[config.mk]
export PLATFORM = sky130hd
export DESIGN_NAME = assoc_sram_wr_seq
export DESIGN_NICKNAME = d
export VERILOG_FILES = /design/src/rtl/aswq_pkg.sv /design/src/rtl/swq_cmd_decode.sv /design/src/rtl/swq_delay_line.sv /design/src/rtl/swq_sram_drive.sv /design/src/rtl/assoc_sram_wr_seq.sv
export SDC_FILE = /design/constraint.sdc
export NUM_CORES = 1
export LEC_CHECK = 0
export ABC_CLOCK_PERIOD_IN_PS = 1500
export BUFFER_PORTS_ARGS = -buffer_cell sky130_fd_sc_hd__buf_4
export CORE_ASPECT_RATIO = 0.6
export CORE_UTILIZATION = 49
export CTS_CLUSTER_DIAMETER = 60
export CTS_CLUSTER_SIZE = 16
export DETAILED_ROUTE_END_ITERATION = 10
export PLACE_DENSITY = 0.74
export SYNTH_ARGS = -nofsm -noshare
export SYNTH_HDL_FRONTEND = slang
export SYNTH_SLANG_ARGS = --single-unit
[constraint.sdc]
create_clock -name clk -period 1.5 [get_ports clk]
set_input_delay 0.15 -clock clk [delete_from_list [all_inputs] [get_ports clk]]
set_output_delay 0.15 -clock clk [all_outputs]
set_load 0.005 [all_outputs]
[src/rtl/aswq_pkg.sv]
package aswq_pkg;

  typedef enum logic [1:0] {
    DS_IDLE = 2'd0,
    DS_BEAT_B = 2'd1,
    DS_GAP1 = 2'd2,
    DS_GAP2 = 2'd3
  } dec_state_e;

  localparam logic [1:0] OP_WRITE = 2'b01;
  localparam logic [1:0] SPACE_SRAM = 2'b10;

  // table-size code to search latency in beats
  function automatic int unsigned tsize_to_lat(input logic [1:0] ts);
    case (ts)
      2'b00: return 4;
      2'b01: return 5;
      default: return 6;
    endcase
  endfunction

endpackage

[src/rtl/swq_cmd_decode.sv]
module swq_cmd_decode
  import aswq_pkg::*;
#(
  parameter int DQ_W = 68,
  parameter int ID_W = 5,
  parameter int ADDR_W = 22,
  parameter int SPACE_LSB = 19,
  parameter int ID_LSB = 21,
  parameter int LO_LSB = 26
) (
  input  logic              clk,
  input  logic              rst_n,
  input  logic              cmd_valid,
  input  logic [8:0]        cmd_word,
  input  logic [DQ_W-1:0]   dq,
  input  logic [ID_W-1:0]   dev_id,
  output logic              cmd_ready,
  output logic              issue_v,
  output logic [ADDR_W-1:0] issue_addr,
  output logic              burst_hit
);

  localparam int LO_W = ADDR_W - 2;
  localparam int LO_MSB = LO_LSB + LO_W - 1;

  dec_state_e        state_q;
  logic [1:0]        hi_q;
  logic [LO_W-1:0]   lo_q;
  logic              match_q;
  logic              burst_q;
  logic              wr_beat;
  logic              beat_b_ok;
  logic              unused_bits;

  assign wr_beat = cmd_valid && (cmd_word[1:0] == OP_WRITE);
  assign unused_bits = ^{cmd_word[6:3], dq[DQ_W-1:LO_MSB+1], dq[SPACE_LSB-1:0]};

  always_ff @(posedge clk or negedge rst_n) begin
    if (!rst_n) begin
      state_q <= DS_IDLE;
      hi_q    <= '0;
      lo_q    <= '0;
      match_q <= 1'b0;
      burst_q <= 1'b0;
    end else begin
      case (state_q)
        DS_IDLE: begin
          if (wr_beat) begin
            hi_q    <= cmd_word[8:7];
            lo_q    <= dq[LO_MSB:LO_LSB];
            match_q <= (dq[SPACE_LSB+1:SPACE_LSB] == SPACE_SRAM) &&
                       (dq[ID_LSB+ID_W-1:ID_LSB] == dev_id);
            burst_q <= cmd_word[2];
            state_q <= DS_BEAT_B;
          end
        end
        DS_BEAT_B: state_q <= wr_beat ? DS_GAP1 : DS_IDLE;
        DS_GAP1:   state_q <= DS_GAP2;
        default:   state_q <= DS_IDLE;
      endcase
    end
  end

  assign beat_b_ok  = (state_q == DS_BEAT_B) && wr_beat && match_q;
  assign cmd_ready  = (state_q == DS_IDLE);
  assign issue_v    = beat_b_ok && !burst_q;
  assign burst_hit  = beat_b_ok && burst_q;
  assign issue_addr = {hi_q, lo_q};

endmodule

[src/rtl/swq_delay_line.sv]
module swq_delay_line #(
  parameter int W = 22,
  parameter int DEPTH = 7,
  localparam int SEL_W = $clog2(DEPTH)
) (
  input  logic             clk,
  input  logic             rst_n,
  input  logic             in_v,
  input  logic [W-1:0]     in_data,
  input  logic [SEL_W-1:0] tap,
  output logic             out_v,
  output logic [W-1:0]     out_data
);

  logic [DEPTH-1:0] v_q;
  logic [W-1:0]     d_q [DEPTH];

  always_ff @(posedge clk or negedge rst_n) begin
    if (!rst_n) begin
      v_q[0] <= 1'b0;
      d_q[0] <= '0;
    end else begin
      v_q[0] <= in_v;
      d_q[0] <= in_v ? in_data : '0;
    end
  end

  for (genvar k = 1; k < DEPTH; k++) begin : g_stage
    always_ff @(posedge clk or negedge rst_n) begin
      if (!rst_n) begin
        v_q[k] <= 1'b0;
        d_q[k] <= '0;
      end else begin
        v_q[k] <= v_q[k-1];
        d_q[k] <= d_q[k-1];
      end
    end
  end

  always_comb begin
    out_v    = 1'b0;
    out_data = '0;
    for (int k = 0; k < DEPTH; k++) begin
      if (tap == SEL_W'(k)) begin
        out_v    = v_q[k];
        out_data = d_q[k];
      end
    end
  end

endmodule

[src/rtl/swq_sram_drive.sv]
module swq_sram_drive #(
  parameter int ADDR_W = 22
) (
  input  logic              due_v,
  input  logic [ADDR_W-1:0] due_addr,
  output logic [ADDR_W-1:0] sram_addr,
  output logic              sram_ce_n,
  output logic              sram_we_n
);

  assign sram_ce_n = ~due_v;
  assign sram_we_n = ~due_v;
  assign sram_addr = due_v ? due_addr : '0;

endmodule

[src/rtl/assoc_sram_wr_seq.sv]
module assoc_sram_wr_seq
  import aswq_pkg::*;
#(
  parameter int DQ_W = 68,
  parameter int ID_W = 5,
  parameter int ADDR_W = 22,
  parameter int MAX_LAT = 6
) (
  input  logic              clk,
  input  logic              rst_n,
  input  logic [1:0]        cfg_tsize,
  input  logic [ID_W-1:0]   dev_id,
  input  logic              cmd_valid,
  output logic              cmd_ready,
  input  logic [8:0]        cmd_word,
  input  logic [DQ_W-1:0]   dq_in,
  output logic [ADDR_W-1:0] sram_addr,
  output logic              sram_ce_n,
  output logic              sram_we_n,
  output logic              burst_err
);

  localparam int DEPTH = MAX_LAT + 1;
  localparam int SEL_W = $clog2(DEPTH);

  logic              issue_v;
  logic [ADDR_W-1:0] issue_addr;
  logic              burst_hit;
  logic              due_v;
  logic [ADDR_W-1:0] due_addr;
  logic [SEL_W-1:0]  tap;

  assign tap = SEL_W'(tsize_to_lat(cfg_tsize));

  swq_cmd_decode #(
    .DQ_W(DQ_W), .ID_W(ID_W), .ADDR_W(ADDR_W)
  ) u_dec (
    .clk(clk), .rst_n(rst_n), .cmd_valid(cmd_valid), .cmd_word(cmd_word),
    .dq(dq_in), .dev_id(dev_id), .cmd_ready(cmd_ready),
    .issue_v(issue_v), .issue_addr(issue_addr), .burst_hit(burst_hit)
  );

  swq_delay_line #(
    .W(ADDR_W), .DEPTH(DEPTH)
  ) u_dly (
    .clk(clk), .rst_n(rst_n), .in_v(issue_v), .in_data(issue_addr),
    .tap(tap), .out_v(due_v), .out_data(due_addr)
  );

  swq_sram_drive #(
    .ADDR_W(ADDR_W)
  ) u_drv (
    .due_v(due_v), .due_addr(due_addr), .sram_addr(sram_addr),
    .sram_ce_n(sram_ce_n), .sram_we_n(sram_we_n)
  );

  always_ff @(posedge clk or negedge rst_n) begin
    if (!rst_n) burst_err <= 1'b0;
    else        burst_err <= burst_hit;
  end

endmodule

==> results.cfg <==
[outcome]
status = finished, violations left
violations = negative setup slack

[run]
max_cap_violations = 0

[placed_design]
place.port_buffers = 67
pre_cts_slack_ns = 0.0247
placed_cell_area_um2 = 6800
dp_hpwl_mm = 5.41
place_congestion = 0.724

[synthesis]
synthAdderAreaFrac = 0
synth-xor-area-share = 0.00731
ys_top_cells_by_area = dfrtp_1 78%, mux2_2 8.3%, mux2i_1 3.7%, and2_2 2.3%, nor2_1 1.5%
synth_seq_area_share = 0.785
synth-compound-area-share = 0.00271
synth.net_count = 424
synth_top_area_frac = 0.785
synth_area_um2 = 5990
synth_area_leader_cell = dfrtp_1
synth_top_family_by_area = multiplexers
syn_avg_cell_area_um2 = 17.8
yosysWarningCount = 0
synth_simple_gate_area_share = 0.0605
syn_inst = 337
synth_mux_area_frac = 0.127
ys_ff_latch = 188
ys_types = 26

[layout]
fin_nets = 536
syn_to_final_growth_pct = 30.3
fin_area_um2 = 7810
drive_gt1_frac = 0.393
antennaDiodeCount = 0

[sta]
drv_slew = 0
hold_viol = 0
max_freq_mhz = 549
setup_viol = 47
slew_headroom = 0.751
period_needed_ns = 1.82
skew_ns = 0.00498
rsz0062_at_grt = true
setup_ws_ns = -0.321
fin_crit_sh = 1.21
worst_pin_slew_ns = 0.374

[clocking]
cts_tree = yes
cts_sinks = 188
h-tree-depth = 4
clk_pin_slew_ns = 0.06
cts_buffers = 17
cts_root_buf = clkbuf_16
clkLatencyLatePin_ns = 0.41
cts_buffer_depth = 2

[detailed_routing]
viasPerCell = 4.66
drt_pass1_iterations = 4
wl_per_cell_um = 15.5
drc = 0
wirelength_mm = 9.62
drtAntennaViolNets = 0
drt_iter0_drc = 102
via_count = 2891

[critical_path]
startpoint_type = flop
criticalPathCategory = flop to output pin
cp_data_required_time_ns = 1.35
arrival_ns = 1.67
worstSetupEndpointType = output pin
worstPathMaxFanout = 21

[global_route]
grt_pass1_wl_mm = 15.1
grtUsageTotal = 0.165
grt_pass1_vias = 3019
grt_max_degree = 53
grt_antenna_before_repair = 0
grt_overflow = 0

[pwr]
p_leak_nw = 3.96
ir_drop_v = 0.000754
p_per_area_nw_per_um2 = 1450

[floorplanning]
io_pins = 113
core_area_um2 = 11600
die-area_um2 = 12700
rows = 30
die_w_um = 145
dieHeight_um = 87.7
start_util = 0.517

[worst_hold_path]
holdCritPathClass = input pin to flop
stage by stage:
stage / hold WS, ns / utilization / cells / TNS, ns / power (mW)
after floorplan: -0.146 / - / 337 / 0 / 6.11
after global placement: 0.109 / 0.586 / 563 / 0 / 6.40
after detailed placement: 0.113 / 0.586 / 563 / 0 / 6.46
after CTS: 0.00588 / 0.661 / 618 / -7.20 / 11.1
after global routing: 0.0301 / 0.673 / 621 / -10.45 / 11.7
final: 0.0286 / 0.673 / 621 / -7.88 / 11.3
what timing repair did:
item / CTS / global route
cloned: 0 / 2
pin swaps: 0 / 2
endpoints found under the setup margin: 24 / 42
resized for setup: 1 / 23
buffers inserted: 0 / 1
endpoints found under the hold margin: 65 / 0
hold buffers: 24 / 0
flip-flops by register name, summed over array words and instances (netlist names):
name and count:
burst_err 1, u_dec.match_q 1, u_dec.hi_q 2, u_dec.state_q 2
u_dec.lo_q 20, u_dec.burst_q 1, u_dly.v_q 7, u_dly.d_q 154
path summary, 6_finish.rpt:
check,cells after the start,from,slack (ns),end
setup / recovery,5,u_dly.v_q[4],-0.32,sram_addr[8]
hold / removal,3,cmd_word[1],0.03,u_dec.state_q[0]
setup reg to reg,4,u_dec.state_q[1],-0.07,u_dec.lo_q[15]
hold reg to reg,0,u_dly.d_q[90],0.34,u_dly.d_q[68]
max in group asynchronous,3,rst_n,0.68,u_dec.lo_q[8]
min in group asynchronous,2,rst_n,0.23,u_dly.d_q[33]
placed cells by master (no fill, tap or decap), types with 4 or more instances in the layout:
cell type / netlist / final
mux2i_1: 22 / 22
xnor2_1: 5 / 5
mux2_4: 0 / 24
nor3b_1: 4 / 4
clkbuf_16: 0 / 19
nor2_1: 24 / 24
buf_12: 0 / 8
dlygate4sd3_1: 0 / 24
bufinv_16: 0 / 4
dfrtp_1: 188 / 188
and2_2: 18 / 18
mux2_2: 44 / 22
buf_4: 2 / 70
worst max-delay path: stages (launching register included):
cell     delay, ns
dfrtp_1       0.39
mux2_4        0.29
mux2i_4       0.19
buf_12        0.18
nor2_1        0.06
buf_4         0.13
synthesized netlist by cell type (all sizes together):
cell type and number:
dfrtp 188, mux2 46, nor2 25, mux2i 23, and2 18, buf 12
xnor2 5, inv 4, nor3b 4, nand4 2, a21oi 1, and4bb 1
nand2 1, nand3 1, nand3b 1, nand4bb 1, nor2b 1, nor4 1
o21ai 1, o22ai 1
cells by family (layout without fill, tap and decap cells):
family	after synthesis	after routing
AND/OR/NAND/NOR	56	56
multiplexers	69	69
AO/OA/AOI/OAI	3	3
XOR/XNOR	5	5
flip-flops	188	188
buffers and inverters	16	140
metal layers:
metal	GRT usage	vias up	wire length, um
li1	-	1338	-
met1	0.216	1466	4380
met2	0.259	72	4640
met3	0.0492	15	444
met4	0.0766	0	154
met5	0	-	0
cell type report:
cell class              instances  area [um^2]
flip-flops and latches        188         4700
well taps                     160          200
multi-input cells             133         1270
clock buffers                  20          457
repair buffers                105          990
inverters                       4         15.0
fillers                       785         3790
clock inverters                11          168
where the power goes:
group	switching [mW]	internal (mW)
clock	1.73	2.86
combinational	0.353	0.709
sequential	0.230	5.41
total	2.31	8.98
Note: power is estimated with default switching activity, not from simulation.
